### src/rtl/booth_pkg.sv
package booth_pkg;
  typedef enum logic [1:0] {
    MAG_ZERO = 2'd0,
    MAG_ONE  = 2'd1,
    MAG_TWO  = 2'd2
  } mag_e;

  typedef struct packed {
    mag_e mag;
    logic neg;
  } pp_sel_t;
endpackage

### src/rtl/booth_group_sel.sv
module booth_group_sel
  import booth_pkg::*;
(
  input  logic [1:0] grp_i,
  input  logic       cin_i,
  output pp_sel_t    sel_o,
  output logic       cout_o
);
  // Value v = grp + cin in 0..4. v=3 becomes -1 with a carry, v=4 becomes 0 with a carry.
  always_comb begin
    sel_o  = '{mag: MAG_ZERO, neg: 1'b0};
    cout_o = 1'b0;
    unique case ({grp_i, cin_i})
      3'b000: sel_o = '{mag: MAG_ZERO, neg: 1'b0};
      3'b001,
      3'b010: sel_o = '{mag: MAG_ONE,  neg: 1'b0};
      3'b011,
      3'b100: sel_o = '{mag: MAG_TWO,  neg: 1'b0};
      3'b101,
      3'b110: begin
        sel_o  = '{mag: MAG_ONE, neg: 1'b1};
        cout_o = 1'b1;
      end
      3'b111: begin
        sel_o  = '{mag: MAG_ZERO, neg: 1'b0};
        cout_o = 1'b1;
      end
      default: ;
    endcase
  end
endmodule

### src/rtl/booth_pp_form.sv
module booth_pp_form
  import booth_pkg::*;
#(
  parameter int M   = 16,
  parameter int IDX = 0
) (
  input  logic [M-1:0]   n_i,
  input  pp_sel_t        sel_i,
  output logic [2*M-1:0] pp_o
);
  localparam int W     = 2 * M;
  localparam int SHIFT = 2 * IDX;

  logic [W-1:0] mag;
  logic [W-1:0] signed_mag;

  always_comb begin
    unique case (sel_i.mag)
      MAG_ONE: mag = {{M{1'b0}}, n_i};
      MAG_TWO: mag = {{(M-1){1'b0}}, n_i, 1'b0};
      default: mag = '0;
    endcase
    signed_mag = sel_i.neg ? (~mag + {{(W-1){1'b0}}, 1'b1}) : mag;
    pp_o       = signed_mag << SHIFT;
  end
endmodule

### src/rtl/booth_ppgen.sv
module booth_ppgen
  import booth_pkg::*;
#(
  parameter int M       = 16,
  parameter int REG_OUT = 1
) (
  input  logic                       clk,
  input  logic                       rst,
  input  logic [M-1:0]               mcand_i,
  input  logic [M-1:0]               mplier_i,
  output logic [(M/2+1)*2*M-1:0]     pp_o
);
  localparam int W   = 2 * M;
  localparam int NG  = M / 2;
  localparam int NPP = NG + 1;

  logic [NG:0]        carry;
  logic [NPP*W-1:0]   pp_comb;

  assign carry[0] = 1'b0;

  for (genvar g = 0; g < NG; g++) begin : g_grp
    pp_sel_t sel;

    booth_group_sel u_sel (
      .grp_i  (mplier_i[2*g +: 2]),
      .cin_i  (carry[g]),
      .sel_o  (sel),
      .cout_o (carry[g+1])
    );

    booth_pp_form #(.M(M), .IDX(g)) u_form (
      .n_i   (mcand_i),
      .sel_i (sel),
      .pp_o  (pp_comb[g*W +: W])
    );
  end

  // Extra partial product absorbs the top group's compensation unit.
  assign pp_comb[NG*W +: W] = carry[NG] ? {mcand_i, {M{1'b0}}} : '0;

  if (REG_OUT != 0) begin : g_reg
    always_ff @(posedge clk) begin
      if (rst) pp_o <= '0;
      else     pp_o <= pp_comb;
    end
  end else begin : g_comb
    assign pp_o = pp_comb;
  end
endmodule

### config.mk
export PLATFORM = sky130hd
export DESIGN_NAME = booth_ppgen
export DESIGN_NICKNAME = d
export VERILOG_FILES = /design/src/rtl/booth_pkg.sv /design/src/rtl/booth_group_sel.sv /design/src/rtl/booth_pp_form.sv /design/src/rtl/booth_ppgen.sv
export SDC_FILE = /design/constraint.sdc
export NUM_CORES = 1
export LEC_CHECK = 0
export ABC_AREA = 1
export ABC_CLOCK_PERIOD_IN_PS = 3500
export BUFFER_PORTS_ARGS = -buffer_cell sky130_fd_sc_hd__buf_2
export CORE_MARGIN = 4
export CORE_UTILIZATION = 48
export DETAILED_ROUTE_END_ITERATION = 6
export PLACE_DENSITY = 0.76
export SYNTH_ARGS = -nofsm -noshare
export SYNTH_HDL_FRONTEND = slang
export SYNTH_SLANG_ARGS = --single-unit
### constraint.sdc
create_clock -name clk -period 3.5 [get_ports clk]
set_input_delay 0.175 -clock clk [delete_from_list [all_inputs] [get_ports clk]]
set_output_delay 0.175 -clock clk [all_outputs]
set_load 0.03 [all_outputs]
Word-level counts from Yosys, hierarchy flattened. Index checks and enable logic that the tools add are counted.

Output and inout bits: 288. ROM bits: 0. RAM bits: 0. Register bits after elaboration: 288. Logic and storage cells: 165. Memories kept: 0. Latch bits: 0.

Mux-type cells: 33. Bitwise gates (word level): 9. Shift operators: 0. Order comparisons: 0. Reductions and logical operators: 44. $add $sub $neg: 8. Divide/modulo/power cells: 0. Multipliers: 0. Equality and inequality tests: 68.

Operator list (count): case mux 17 bit (2 select lines) (8); case mux 3 bit (4 select lines) (8); equality test 3 bit, second input constant (28); 2-to-1 mux 32 bit (2); OR reduction 2 bit (29); equality test 3 x 2 -> 1 bit, second input constant (14); adder 32 x 1 -> 32 bit, second input constant (1); NOT 17 -> 32 bit (1); adder 30 x 1 -> 30 bit, second input constant (1); 2-to-1 mux 30 bit (1); NOT 17 -> 30 bit (1); adder 28 x 1 -> 28 bit, second input constant (1); 2-to-1 mux 28 bit (1); NOT 17 -> 28 bit (1); adder 26 x 1 -> 26 bit, second input constant (1); 2-to-1 mux 26 bit (1); NOT 17 -> 26 bit (1); adder 24 x 1 -> 24 bit, second input constant (1); logical NOT 3 bit (8); 2-to-1 mux 24 bit (1); NOT 17 -> 24 bit (1); adder 22 x 1 -> 22 bit, second input constant (1); 2-to-1 mux 22 bit (1); NOT 17 -> 22 bit (1); 12 further kinds (48).

Longest topological paths before layout.
Word-level depth: 28. Depth in mapped cells: 33. Mapped depth without buffers: 31.

Cells and area by module. A second synthesis with hierarchy kept.

Cell total of the unflattened synthesis: 2508. Area, all modules: 17028.8 µm².

Modules (own cells, without submodules): booth_ppgen (instances 1, area an instance 7952.6 µm², cells each 865); booth_pp_form at g_grp[5].u_form (instances 1, area an instance 1128.6 µm², cells each 186); booth_pp_form at g_grp[6].u_form (instances 1, area an instance 1111.1 µm², cells each 221); booth_pp_form at g_grp[1].u_form (instances 1, area an instance 1078.5 µm², cells each 187); booth_pp_form at g_grp[0].u_form (instances 1, area an instance 1039.7 µm², cells each 180); booth_pp_form at g_grp[3].u_form (instances 1, area an instance 1039.7 µm², cells each 192); booth_pp_form at g_grp[7].u_form (instances 1, area an instance 1014.7 µm², cells each 192); booth_pp_form at g_grp[4].u_form (instances 1, area an instance 997.2 µm², cells each 192); booth_pp_form at g_grp[2].u_form (instances 1, area an instance 945.9 µm², cells each 181); booth_group_sel (instances 8, area an instance 90.1 µm², cells each 14).

Worst setup path after synthesis. OpenSTA, ideal clock, no wires.

Kind: input-to-reg. Start point: input port mplier_i[1]. End point: register pp_o[254]. Setup time: 71 ps. Buffers on the path: 1. Stages on the path: 30. Required time: 3429 ps. Setup slack: 150 ps. Arrival: 3279 ps. Cells stage by stage: nand2_2 nand2_4 nand2_4 nand2_4 nand2_4 nand2_4 nand2_4 nand2_4 nand2_4 nand2_2 nand2_4 nand2_4 nand3_2 buf_2 nand2_1 inv_1 ha_1 inv_1 nand2_1 inv_1 a22oi_1 ha_1 inv_1 nor2_1 nand2_1 nor3_1 nand3_1 nand2_1 nand4_1 a21oi_1.

Word-level cells in the longest chain between the ends: 28. Elaborated cells on any way between the ends: 51. Those cells by class: add/sub (1); eq/ne (28); mux (10); bitwise (1); reduce/logical (11).

RTL lines: from (decl) (line booth_ppgen.sv:10) `input logic [M-1:0] mplier_i,`; equality test 2 bit (*) (line booth_group_sel.sv:13) `unique case ({grp_i, cin_i})`; 2-to-1 mux 1 bit (*) (line booth_group_sel.sv:13); equality test 3 bit (line booth_group_sel.sv:13); OR reduction 3 bit (no source line) (*); 2-to-1 mux 1 bit (*) (line booth_group_sel.sv:13); equality test 3 bit (line booth_group_sel.sv:13); OR reduction 3 bit (no source line) (*); 2-to-1 mux 1 bit (*) (line booth_group_sel.sv:13); [12 not listed]; equality test 3 bit, or another cell as far along (line booth_group_sel.sv:13); OR reduction 2 bit, on equally long branches; case mux 3 bit (4 select lines) (*) (line booth_group_sel.sv:13); equality test 2 bit or equality test 2 x 1 -> 1 bit (tied branches) (line booth_pp_form.sv:18) `unique case (sel_i.mag)`; case mux 17 bit (2 select lines) (line booth_pp_form.sv:18); NOT 17 -> 18 bit (line booth_pp_form.sv:23) `signed_mag = sel_i.neg ? (~mag + {{(W-1){1'b0}}, 1'b1}) : mag;`; adder 18 x 1 -> 18 bit (line booth_pp_form.sv:23); 2-to-1 mux 18 bit (*) (line booth_pp_form.sv:23); to (signal assigned) (line booth_ppgen.sv:45) `else pp_o <= pp_comb;`; to (decl) (line booth_ppgen.sv:11) `output logic [(M/2+1)*2*M-1:0] pp_o`.

Every way passes the cells marked *; elsewhere a longest branch is shown, timed or not. A chain may end at the register's enable or synchronous reset.

Worst setup path in the final report.
Start point: input port mplier_i[2]. End point: register pp_o[254].

Word-level cells in the longest chain between the ends: 26. Elaborated cells on any way between the ends: 49. Those cells by class: add/sub (1); eq/ne (27); mux (9); bitwise (1); reduce/logical (11).

RTL lines (line): equality test 3 bit (booth_group_sel.sv:13); OR reduction 3 bit (no source line) (*); 2-to-1 mux 1 bit (*) (booth_group_sel.sv:13); equality test 3 bit (booth_group_sel.sv:13); OR reduction 3 bit (no source line) (*); 2-to-1 mux 1 bit (*) (booth_group_sel.sv:13); equality test 3 bit (booth_group_sel.sv:13); OR reduction 3 bit (no source line) (*); [10 not listed]; equality test 3 bit, or another cell as far along (booth_group_sel.sv:13); OR reduction 2 bit, on equally long branches; case mux 3 bit (4 select lines) (*) (booth_group_sel.sv:13); equality test 2 bit or equality test 2 x 1 -> 1 bit (tied branches) (booth_pp_form.sv:18); case mux 17 bit (2 select lines) (booth_pp_form.sv:18); NOT 17 -> 18 bit (booth_pp_form.sv:23); adder 18 x 1 -> 18 bit (booth_pp_form.sv:23); 2-to-1 mux 18 bit (*) (booth_pp_form.sv:23).

Marks and branches as above.

==> results.tsv <==
metric	value	unit
status	finished with violations	
violations	DRC	
hpwl	24.3	mm
met3_length	3.49	mm
drt-pass1-iter-count	7	
nets	1892	
wl_met2	15.8	mm
synth-main-ff-cell	dfxtp_1	
top_register	pp_o	
dp_slack	-0.109	ns
layout_commonest_cell	buf_2	
arrival	3.55	ns
grt_pass1_vias	10400	
max_cap_viol_count	0	
grt-ovfl-total	0	
async_flop_share	0	
fp-row-count	55	
wl_per_cell	15.9	um
hp-class	primary input to register	
die_x	162	um
top_layer_used	met4	
cts_root_buf	clkbuf_16	
crit_type	primary input to register	
cpMaxStageDelayCell	nor3_1	
numCtsBuffers	22	
drt-total-wl	34.4	mm
avgSynthCellArea	7.16	um2
core_area	22900	um2
via_per_inst	5.28	
peakVddDrop	0.346	mV
fin_total_pwr	7.47	mW
cts.clk_slew.worst_paths	0.07	ns
crit_path_start_kind	primary input	
antenna_found_initial	3	
cpMostUsedCell	nand2_4	
initial_core_util	0.494	
track_usage	0.248	
grt_first_pass_wirelength	52.9	mm
tightest_slew	0.910	ns
wl_met1	13.5	mm
leakage	7.03	nW
grt_max_degree	67	
fin_crit	3.10	ns
slowest_delay	0.38	ns
drt-initial-drc-count	905	
slew_headroom	0.390	
crit_path_end_kind	register	
power.density	554	nW/um2
cp.required	3.95	ns
max_freq	0.322	GHz
dieArea	26100	um2
io_pins	322	
ys_seq_area_frac	0.382	
postCtsHoldBufs	1	
synth_area	11300	um2
area_growth	19.1	%
yosys_register_bits	216	
synth_edf_count	0	
port_buffers	249	
cts_setup_buffers	0	
ys_types	43	
path_max_fanout	13	
layout.cells.non_filler	2167	
clock_sinks	216	
vias	11400	
htreeDepth	1	
largest_reg_flops	216	
ant_nets	0	
maxSlewViolCount	0	
reg_top3	pp_o (216)	
rsz0062_at_grt	false	
cts_resized	0	
setup_ws	0.399	ns
timing.final.crit_share	0.886	
drive_above_1_share	0.211	
setup_viol	0	
netlist_instances	1582	
finalHoldViolCount	0	
die_h	162	um
drc_errors	14	
place.gp.congestion	0.919	
place_inst	2124	
cts_tree	built	
yosysWarnings	0	
mostFrequentLayoutCells	buf_2 (249), nand2_1 (235), dfxtp_1 (216)	
cts_max_path_buffers	3	
## cell type report
class	instances	area (um2)
multi-input cells	1117	5690
well taps	313	392
clock inverters	13	145
flip-flops and latches	216	4320
clock buffers	26	586
inverters	172	646
fillers	2139	9430
diodes	3	7.51
repair buffers	307	1700
## synth_stat cells (2+ instances only)
cell type	instances	area share
a21oi_1	114	0.050
o21ai_0	70	0.031
nand4_1	36	0.020
xor2_1	8	0.0062
inv_1	156	0.052
o22ai_1	111	0.061
dfxtp_1	216	0.38
nor2_4	11	0.011
nand2_4	12	0.012
o21a_1	9	0.0060
nand2_2	3	0.0017
ha_1	22	0.024
buf_4	78	0.052
clkbuf_1	33	0.011
nor3b_1	2	0.0013
a31oi_1	14	0.0077
nand2_1	235	0.078
nor2_2	8	0.0044
nand3_4	2	0.0031
nor3_1	85	0.038
nand3_1	75	0.033
a22oi_1	7	0.0046
inv_2	4	0.0013
buf_6	3	0.0030
buf_1	2	0.00066
a21boi_0	2	0.0013
o21ai_1	3	0.0013
nor2_1	189	0.063
clkinv_1	12	0.0040
and3_1	16	0.0088
nor3_4	2	0.0029
buf_2	31	0.014
## logic make-up after synthesis
family	count (synthesis)	share of synthesized area
simple gates	681	0.282
compound gates	333	0.166
other cells	1	0.000331
flops	216	0.382
xor+xnor	9	0.00696
fa+ha+maj	22	0.0243
buf+inv	320	0.139
## worst max-delay path, delay by kind of cell
family / cells / cell delay (ns)
adders and majority gates: 2 / 0.49
buffers and inverters: 6 / 0.64
and+or+nand+nor: 22 / 1.96
AOI/OAI and AO/OA: 2 / 0.28
## per-layer routing
layer  GRT usage  up-vias
li1            -     5669
met1       0.302     5104
met2       0.414      575
met3      0.0587       85
met4       0.117        0
met5           0        -
## where the power goes
part / leakage (nW) / switching, mW / internal (mW)
Sequential: 1.77 / 0.0600 / 2.67
Combinational: 4.91 / 1.71 / 0.682
Clock: 0.352 / 0.999 / 1.36
Total: 7.03 / 2.77 / 4.71
## path summary, 6_finish.rpt
check / from / end / slack, ns / depth (start not counted)
worst min-delay path: mcand_i[3] / pp_o[139] / 0.11 / 3
worst max-delay path: mplier_i[2] / pp_o[254] / 0.40 / 32
## stage by stage
step | hold WS [ns] | cell area [um2] | util | TNS, ns
2_1_floorplan | 0.345 | 11600 | - | 0
3_3_place_gp | 0.545 | 12700 | 0.556 | 0
3_5_place_dp | 0.547 | 12700 | 0.556 | -0.196
4_1_cts | 0.0936 | 13500 | 0.588 | 0
5_1_grt | 0.110 | 13500 | 0.589 | 0
6_report | 0.106 | 13500 | 0.589 | 0
No activity file was read; power rests on OpenSTA's default activity.
